File: src/rtl/coef_seg_pkg.sv
package coef_seg_pkg;
  typedef enum logic [1:0] {
    ST_IDLE   = 2'd0,
    ST_SEARCH = 2'd1,
    ST_HOLD   = 2'd2
  } seg_state_e;
endpackage

File: src/rtl/coef_seg_mag.sv
module coef_seg_mag #(
  parameter int W = 16
) (
  input  logic [W-1:0] coef_i,
  output logic [W-1:0] mag_o,
  output logic         neg_o
);
  // -2^(W-1) wraps onto itself, which read unsigned is the correct magnitude
  always_comb begin
    neg_o = coef_i[W-1];
    mag_o = neg_o ? (~coef_i + W'(1)) : coef_i;
  end
endmodule

File: src/rtl/coef_seg_search.sv
module coef_seg_search #(
  parameter int W  = 16,
  parameter int EW = $clog2(W)
) (
  input  logic          clk_i,
  input  logic          rst_ni,
  input  logic          start_i,
  input  logic          step_i,
  input  logic [W-1:0]  mag_i,
  output logic [EW-1:0] cnt_o,
  output logic          hit_o
);
  logic [EW-1:0] cnt_q;
  logic [W-1:0]  cand;

  always_comb begin
    cand  = W'(1) << cnt_q;
    hit_o = (cand >= mag_i);
  end

  always_ff @(posedge clk_i or negedge rst_ni) begin
    if (!rst_ni)               cnt_q <= '0;
    else if (start_i)          cnt_q <= '0;
    else if (step_i && !hit_o) cnt_q <= cnt_q + EW'(1);
  end

  assign cnt_o = cnt_q;
endmodule

File: src/rtl/coef_seg_split.sv
module coef_seg_split #(
  parameter int W  = 16,
  parameter int EW = $clog2(W),
  parameter int RW = W - 1
) (
  input  logic [W-1:0]  coef_i,
  input  logic [W-1:0]  mag_i,
  input  logic          neg_i,
  input  logic [EW-1:0] cnt_i,
  output logic [EW-1:0] exp_o,
  output logic          sneg_o,
  output logic          en_o,
  output logic [RW-1:0] resid_o
);
  logic [W-1:0] pow_cur, pow_half, diff;
  logic         is_zero, is_pow;

  always_comb begin
    pow_cur  = W'(1) << cnt_i;
    pow_half = pow_cur >> 1;
    is_zero  = (mag_i == '0);
    is_pow   = (pow_cur == mag_i);
    exp_o    = cnt_i;
    sneg_o   = neg_i;
    en_o     = 1'b1;
    diff     = '0;
    if (is_zero) begin
      exp_o  = '0;
      sneg_o = 1'b0;
      en_o   = 1'b0;
    end else if (is_pow) begin
      diff = '0;
    end else if (neg_i) begin
      diff = coef_i + pow_cur;   // h + 2^i, in [0, 2^(i-1))
    end else begin
      exp_o = cnt_i - EW'(1);
      diff  = coef_i - pow_half; // h - 2^(i-1), in [0, 2^(i-1))
    end
    resid_o = diff[RW-1:0];
  end
endmodule

File: src/rtl/coef_seg_unit.sv
module coef_seg_unit
  import coef_seg_pkg::*;
#(
  parameter int W  = 16,
  parameter int EW = $clog2(W),
  parameter int RW = W - 1
) (
  input  logic          clk_i,
  input  logic          rst_ni,
  input  logic [W-1:0]  coef_i,
  input  logic          coef_valid_i,
  output logic          coef_ready_o,
  output logic [EW-1:0] exp_o,
  output logic          neg_o,
  output logic          shift_en_o,
  output logic [RW-1:0] resid_o,
  output logic          res_valid_o,
  input  logic          res_ready_i
);
  seg_state_e    state_q;
  logic [W-1:0]  coef_q, mag;
  logic          neg_in, start, step, hit;
  logic [EW-1:0] cnt;
  logic [EW-1:0] sp_exp;
  logic          sp_neg, sp_en;
  logic [RW-1:0] sp_resid;

  assign start = (state_q == ST_IDLE) && coef_valid_i;
  assign step  = (state_q == ST_SEARCH);

  coef_seg_mag #(.W(W)) u_mag (
    .coef_i (coef_q),
    .mag_o  (mag),
    .neg_o  (neg_in)
  );

  coef_seg_search #(.W(W), .EW(EW)) u_search (
    .clk_i   (clk_i),
    .rst_ni  (rst_ni),
    .start_i (start),
    .step_i  (step),
    .mag_i   (mag),
    .cnt_o   (cnt),
    .hit_o   (hit)
  );

  coef_seg_split #(.W(W), .EW(EW), .RW(RW)) u_split (
    .coef_i  (coef_q),
    .mag_i   (mag),
    .neg_i   (neg_in),
    .cnt_i   (cnt),
    .exp_o   (sp_exp),
    .sneg_o  (sp_neg),
    .en_o    (sp_en),
    .resid_o (sp_resid)
  );

  always_ff @(posedge clk_i or negedge rst_ni) begin
    if (!rst_ni) begin
      state_q    <= ST_IDLE;
      coef_q     <= '0;
      exp_o      <= '0;
      neg_o      <= 1'b0;
      shift_en_o <= 1'b0;
      resid_o    <= '0;
    end else begin
      unique case (state_q)
        ST_IDLE: if (coef_valid_i) begin
          coef_q  <= coef_i;
          state_q <= ST_SEARCH;
        end
        ST_SEARCH: if (hit) begin
          exp_o      <= sp_exp;
          neg_o      <= sp_neg;
          shift_en_o <= sp_en;
          resid_o    <= sp_resid;
          state_q    <= ST_HOLD;
        end
        ST_HOLD: if (res_ready_i) state_q <= ST_IDLE;
        default: state_q <= ST_IDLE;
      endcase
    end
  end

  assign coef_ready_o = (state_q == ST_IDLE);
  assign res_valid_o  = (state_q == ST_HOLD);
endmodule

File: config.mk
export PLATFORM = sky130hd
export DESIGN_NAME = coef_seg_unit
export DESIGN_NICKNAME = d
export VERILOG_FILES = /design/src/rtl/coef_seg_pkg.sv /design/src/rtl/coef_seg_mag.sv /design/src/rtl/coef_seg_search.sv /design/src/rtl/coef_seg_split.sv /design/src/rtl/coef_seg_unit.sv
export SDC_FILE = /design/constraint.sdc
export NUM_CORES = 1
export LEC_CHECK = 0
export ABC_CLOCK_PERIOD_IN_PS = 4300
export BUFFER_PORTS_ARGS = -buffer_cell sky130_fd_sc_hd__buf_4
export CAP_MARGIN = 15
export CORE_ASPECT_RATIO = 0.75
export CORE_MARGIN = 4
export CORE_UTILIZATION = 41
export CTS_BUF_LIST = sky130_fd_sc_hd__clkbuf_2
export DETAILED_ROUTE_END_ITERATION = 12
export PLACE_DENSITY = 0.59
export SLEW_MARGIN = 10
export SYNTH_ARGS = -nofsm -noshare
export SYNTH_HDL_FRONTEND = slang
export SYNTH_SLANG_ARGS = --single-unit
File: constraint.sdc
create_clock -name clk_i -period 4.3 [get_ports clk_i]
set_clock_uncertainty 0.05 [all_clocks]
set_input_delay 0.215 -clock clk_i [delete_from_list [all_inputs] [get_ports clk_i]]
set_output_delay 0.215 -clock clk_i [all_outputs]
set_load 0.01 [all_outputs]
; After elaboration in Yosys (flattened, before gate mapping)
; Index checks and enable logic that the tools add are counted.
[totals]
input_bits = 20
output_inout_bits = 23
register_bits = 43
elab_cells = 45
[classes]
shift = 1
n_reduce_logical = 9
magnitude_cmp = 1
add_sub_neg = 5
bitwise_logic = 1
n_eq_ne = 6
mux = 15
[ops]
columns = operator, n
row1 = $mux 15, 3
row2 = $mux 4, 5
row3 = $add 16x1->16 const B, 1
row4 = $eq 16x16->1, 1
row5 = $ge 16x16->1, 1
row6 = $logic_not 16->1, 1
row7 = $mux 16, 1
row8 = $not 16->16, 1
row9 = $shl 1x4->16 const A, 1
row10 = $add 15x15->15, 1
row11 = $sub 15x15->15, 1
row12 = $mux 2, 3
row13 = $pmux 2 s3, 1
row14 = $add 4x1->4 const B, 1
row15 = $ne 2x2->1 const B, 2
row16 = $reduce_and 2->1, 2
row17 = $sub 4x1->4 const B, 1
row18 = $reduce_and 3->1, 1
row19 = $eq 2x1->1 const B, 1
row20 = $eq 2x2->1 const B, 1
row21 = $logic_and 1x1->1, 2
row22 = $logic_not 2->1, 1
row23 = $mux 1, 2
row24 = $ne 2x1->1 const B, 1
row25 = other kinds (2), 2

; Depth between registers and ports, before layout
[logic_depth]
ltp_word = 8
ltp_mapped = 18
mapped_depth_nobuf = 18

; By module
; Synthesis repeated with hierarchy kept, for this count alone.
[hier_totals]
cells_unflattened = 547
hier_area_um2 = 4657.0
[by_module_without_submodules]
columns = module, seq_area_each_um2, n_inst, cells_per_inst, area_each_um2
row1 = coef_seg_split, 0.0, 1, 307, 1999.4
row2 = coef_seg_unit, 975.9, 1, 89, 1487.7
row3 = coef_seg_search, 100.1, 1, 102, 797.0
row4 = coef_seg_mag, 0.0, 1, 49, 372.9

; Least setup slack after synthesis
; No wires, ideal clock.
[synth_timing]
path_type = register -> register
startpoint = reg u_search.cnt_q[2] (netlist: u_search.cnt_o[2])
endpoint = reg resid_o[12]
setup_ns = 0.121
arrival_time_ns = 3.932
required_time_ns = 4.129
slack_ns = 0.197
n_path_buf = 2
synth_period_minus_slack_ns = 4.103
path_stages_with_launch = 16
path_cell_list = dfrtp_1 -> clkbuf_1 -> inv_1 -> ha_1 -> nor2b_1 -> clkbuf_1 -> nor4_1 -> o211ai_1 -> mux2_2 -> ha_1 -> or4_1 -> o22a_1 -> a31o_2 -> a221oi_1 -> xnor2_1 -> a22o_1
[synth_via]
elab_chain_len = 5
word_cells_on_any_way = 9
cone_classes = add/sub (2) / order compare (1) / eq/ne (1) / shift (1) / mux (3) / reduce/logical (1)
[synth_rtl]
columns = element, line
row1 = start: declaration, coef_seg_search.sv:13  ; logic [EW-1:0] cnt_q;
row2 = start signal: assignment, coef_seg_search.sv:24  ; else if (step_i && !hit_o) cnt_q <= cnt_q + EW'(1);
row3 = $shl 1x4->16 (*), "coef_seg_search.sv:17, coef_seg_split.sv:19"
row4 = $sub 15x15->15 / $add 15x15->15 (equally long branches), "coef_seg_split.sv:37, coef_seg_split.sv:34"
row5 = $mux 15, coef_seg_split.sv:33  ; end else if (neg_i) begin
row6 = $mux 15, coef_seg_split.sv:31  ; end else if (is_pow) begin
row7 = $mux 15, coef_seg_split.sv:27  ; if (is_zero) begin
row8 = end signal: assignment, coef_seg_unit.sv:76  ; resid_o <= sp_resid;
row9 = end: declaration, coef_seg_unit.sv:16  ; output logic [RW-1:0] resid_o,
; Every way passes the cells marked *; elsewhere a longest branch is shown, timed or not.
; A chain may end at the register's enable or synchronous reset.

; Worst setup path after layout
[layout_timing]
startpoint = reg u_search.cnt_q[1] (netlist: u_search.cnt_o[1])
endpoint = reg resid_o[13]
; Same word-level chain as after synthesis.

==> reports/results.ini <==
[place]
hpwlAfterDp_mm=9.09
numPortBuffers=42
dp.cells=658
place.gp.congestion=0.901

[cts]
clkLatencyLatePin_ps=470
cts_tree=yes
cts.sinks=43
cts_inserted_buffers=5
cts_max_path_buffers=2
clockRootBuffer=clkbuf_2
path_clk_slew_ps=280
htree_levels=2

[sta]
period_minus_slack_ps=4020
max_slew_margin_pct=46.5
worst_pin_slew_ps=803
period_share_pct=93.6
finalHoldViolCount=0
fmax_mhz=249
final-max-slew-violation-count=0
whs_ps=180
fin_setup_tns_ps=0
finalSetupViolCount=0
rsz0062_at_grt=false

[finish]
drive_above_1_share_pct=18.8
fin_nets=619
diodes=0
final_cells=687
syn2layout_area_growth_pct=21.8

[synthesis]
synthArstFlopShare_pct=100
yosys.area.top_type=dfrtp_1
syn_nets=553
synthCells=492
yosys.area.top_type_share_pct=27.4
synth_edf_count=0
synth_cell_types=65
synth_flop_cell=dfrtp_1
ys_ff_latch=43
ys_warn_count=0
synth.area.top_cells=dfrtp_1, ha_1, nand2_1
syn-cell-area_um2=3930
seq_area_frac_synth_pct=27.4
syn_area_per_cell_um2=7.99

[floorplanning]
std_cell_rows=30
ios=43
die_w_um=121
start_util_pct=42.7
die_h_um=92.8
die_area_um2=11200
core_area_um2=9200

[setup_path]
r2r_start=u_search.cnt_o[1]
crit_arrival_ps=4350
worst_setup_path_start_kind=flop
reg2reg_to=resid_o[13]
cpMaxStageDelayCell=dfrtp_1
reg2reg_slack_ps=280
rr_worst_depth=17
path_cells=inv_1 -> ha_1 -> buf_4 -> or3_1 -> a211oi_1 -> o21ai_1 -> nor2_1 -> nor2_1 -> o32a_1 -> ha_1 -> nand2_1 -> nor3_1 -> a211oi_2 -> o41ai_2 -> a21oi_1 -> xnor2_1 -> a22o_1
end_kind=flop
critical_path_required_ps=4620
crit_fanout=10
cp_slowest_stage_delay_ps=480
crit_type=flop to flop

[drt]
drcViolationCount=0
drtIter0Drc=256
viasPerCell=5.51
avgRoutedWirePerCell_um=17.2
vias=3784
wirelength_mm=11.8
drtPass1Iterations=5
ant_nets=0

[global_route]
antenna_found_initial=0
grt_max_degree=44
grt_first_pass_wirelength_mm=19.2
grt_pass1_vias=3556
grt_usage_pct=21.5
overflow=0

[worst_hold_path]
hp-class=input port to asynchronous set/reset pin

[outcome]
status=complete, no violations

[run]
drv.max_cap_violation_count=0

sequential cells by signal (all words and copies together), names as in the netlist:
| name | cells |
|---|---|
| coef_q | 16 |
| exp_o | 4 |
| neg_o | 1 |
| resid_o | 15 |
| shift_en_o | 1 |
| state_q | 2 |
| u_search.cnt_o | 4 |
worst max-delay path: cells and delay by family (launching register included):
family / cells / cell delay (ps)
flops: 1 / 480
xor+xnor: 1 / 140
fa+ha+maj: 2 / 530
buf+inv: 2 / 300
compound gates: 7 / 1470
simple gates: 5 / 930
cells in the mapped netlist, drive strengths merged, types with 6 or more instances:
cell	n
inv	29
nor4	6
o31ai	6
nand3	11
nand2	87
clkbuf	16
buf	7
or4	8
xnor2	18
a22o	13
ha	40
nor3	7
o21ai	31
dfrtp	43
nand4	9
xor2	12
or3	8
a21oi	26
nor2	34
or2	6
o21a	6
worst max-delay path by stage:
| stage | from | cells after the start | slack, ps | end |
|---|---|---|---|---|
| 6_report | u_search.cnt_o[1] | 17 | 280 | resid_o[13] |
| 5_1_grt | coef_q[0] | 15 | 10 | resid_o[2] |
| 4_1_cts | coef_q[1] | 15 | 80 | resid_o[2] |
| 3_5_place_dp | u_search.cnt_o[0] | 14 | 160 | resid_o[12] |
| 3_3_place_gp | u_search.cnt_o[0] | 14 | 230 | resid_o[12] |
| 2_1_floorplan | u_search.cnt_o[2] | 15 | 200 | resid_o[12] |
logic make-up after synthesis:
family,Yosys count,share of synthesized area [%]
muxes,4,1.11
DFF,43,27.4
AOI/OAI and AO/OA,122,21.2
xor gates and xnor gates,30,6.68
and+or+nand+nor,199,24.8
buffers and inverters,53,5.54
adders and majority gates,41,13.2
per-layer routing:
layer | vias up | global-route usage [%] | wire length [µm]
met4 | 0 | 4.15 | 129
met1 | 1789 | 33.2 | 6200
met5 | - | 0 | 0
met2 | 82 | 31.6 | 4930
li1 | 1902 | - | -
met3 | 11 | 3.11 | 543
metrics by stage:
step,util (%),setup WS (ps),cell area (µm²)
2_1_floorplan,-,197,3930
6_report,52.1,276,4790
5_1_grt,52.1,14.4,4790
4_1_cts,51.0,77.0,4690
3_3_place_gp,48.5,234,4460
3_5_place_dp,48.5,161,4460
timing repair:
action	CTS	global route
gates resized for setup	0	16
setup endpoints to repair	0	25
hold buffers	18	0
buffers inserted	0	3
endpoints found under the hold margin	60	0
area by class of cell:
class                      instances  area (µm²)
timing repair buffer              82         673
multi-input combinational        396        2720
sequential                        43        1080
clock inverter                     3        23.8
clock buffer                       5        25.0
fill                             886        4410
tap                              128         160
inverter                          30         113
layout by cell type, fill, tap and decap left out, types with 3 or more instances in the layout:
cell,n
a211oi_1,3
a21o_1,3
a21oi_1,24
a22o_1,13
a31oi_1,4
and2_1,4
and3_1,3
buf_4,63
clkbuf_2,5
dfrtp_1,42
dlygate4sd3_1,18
ha_1,38
inv_1,28
mux2_2,3
nand2_1,87
nand2b_1,5
nand3_1,11
nand4_1,9
nor2_1,33
nor2b_1,4
nor3_1,7
o21a_1,6
o21ai_0,30
o31a_1,3
o31ai_1,4
o41ai_2,3
or2_2,6
or3_1,8
or4_1,7
xnor2_1,18
xor2_1,12
Power is left out: the tool's default activity adds up to more than one toggle a clock period on the data nets, which glitch-free logic cannot reach.
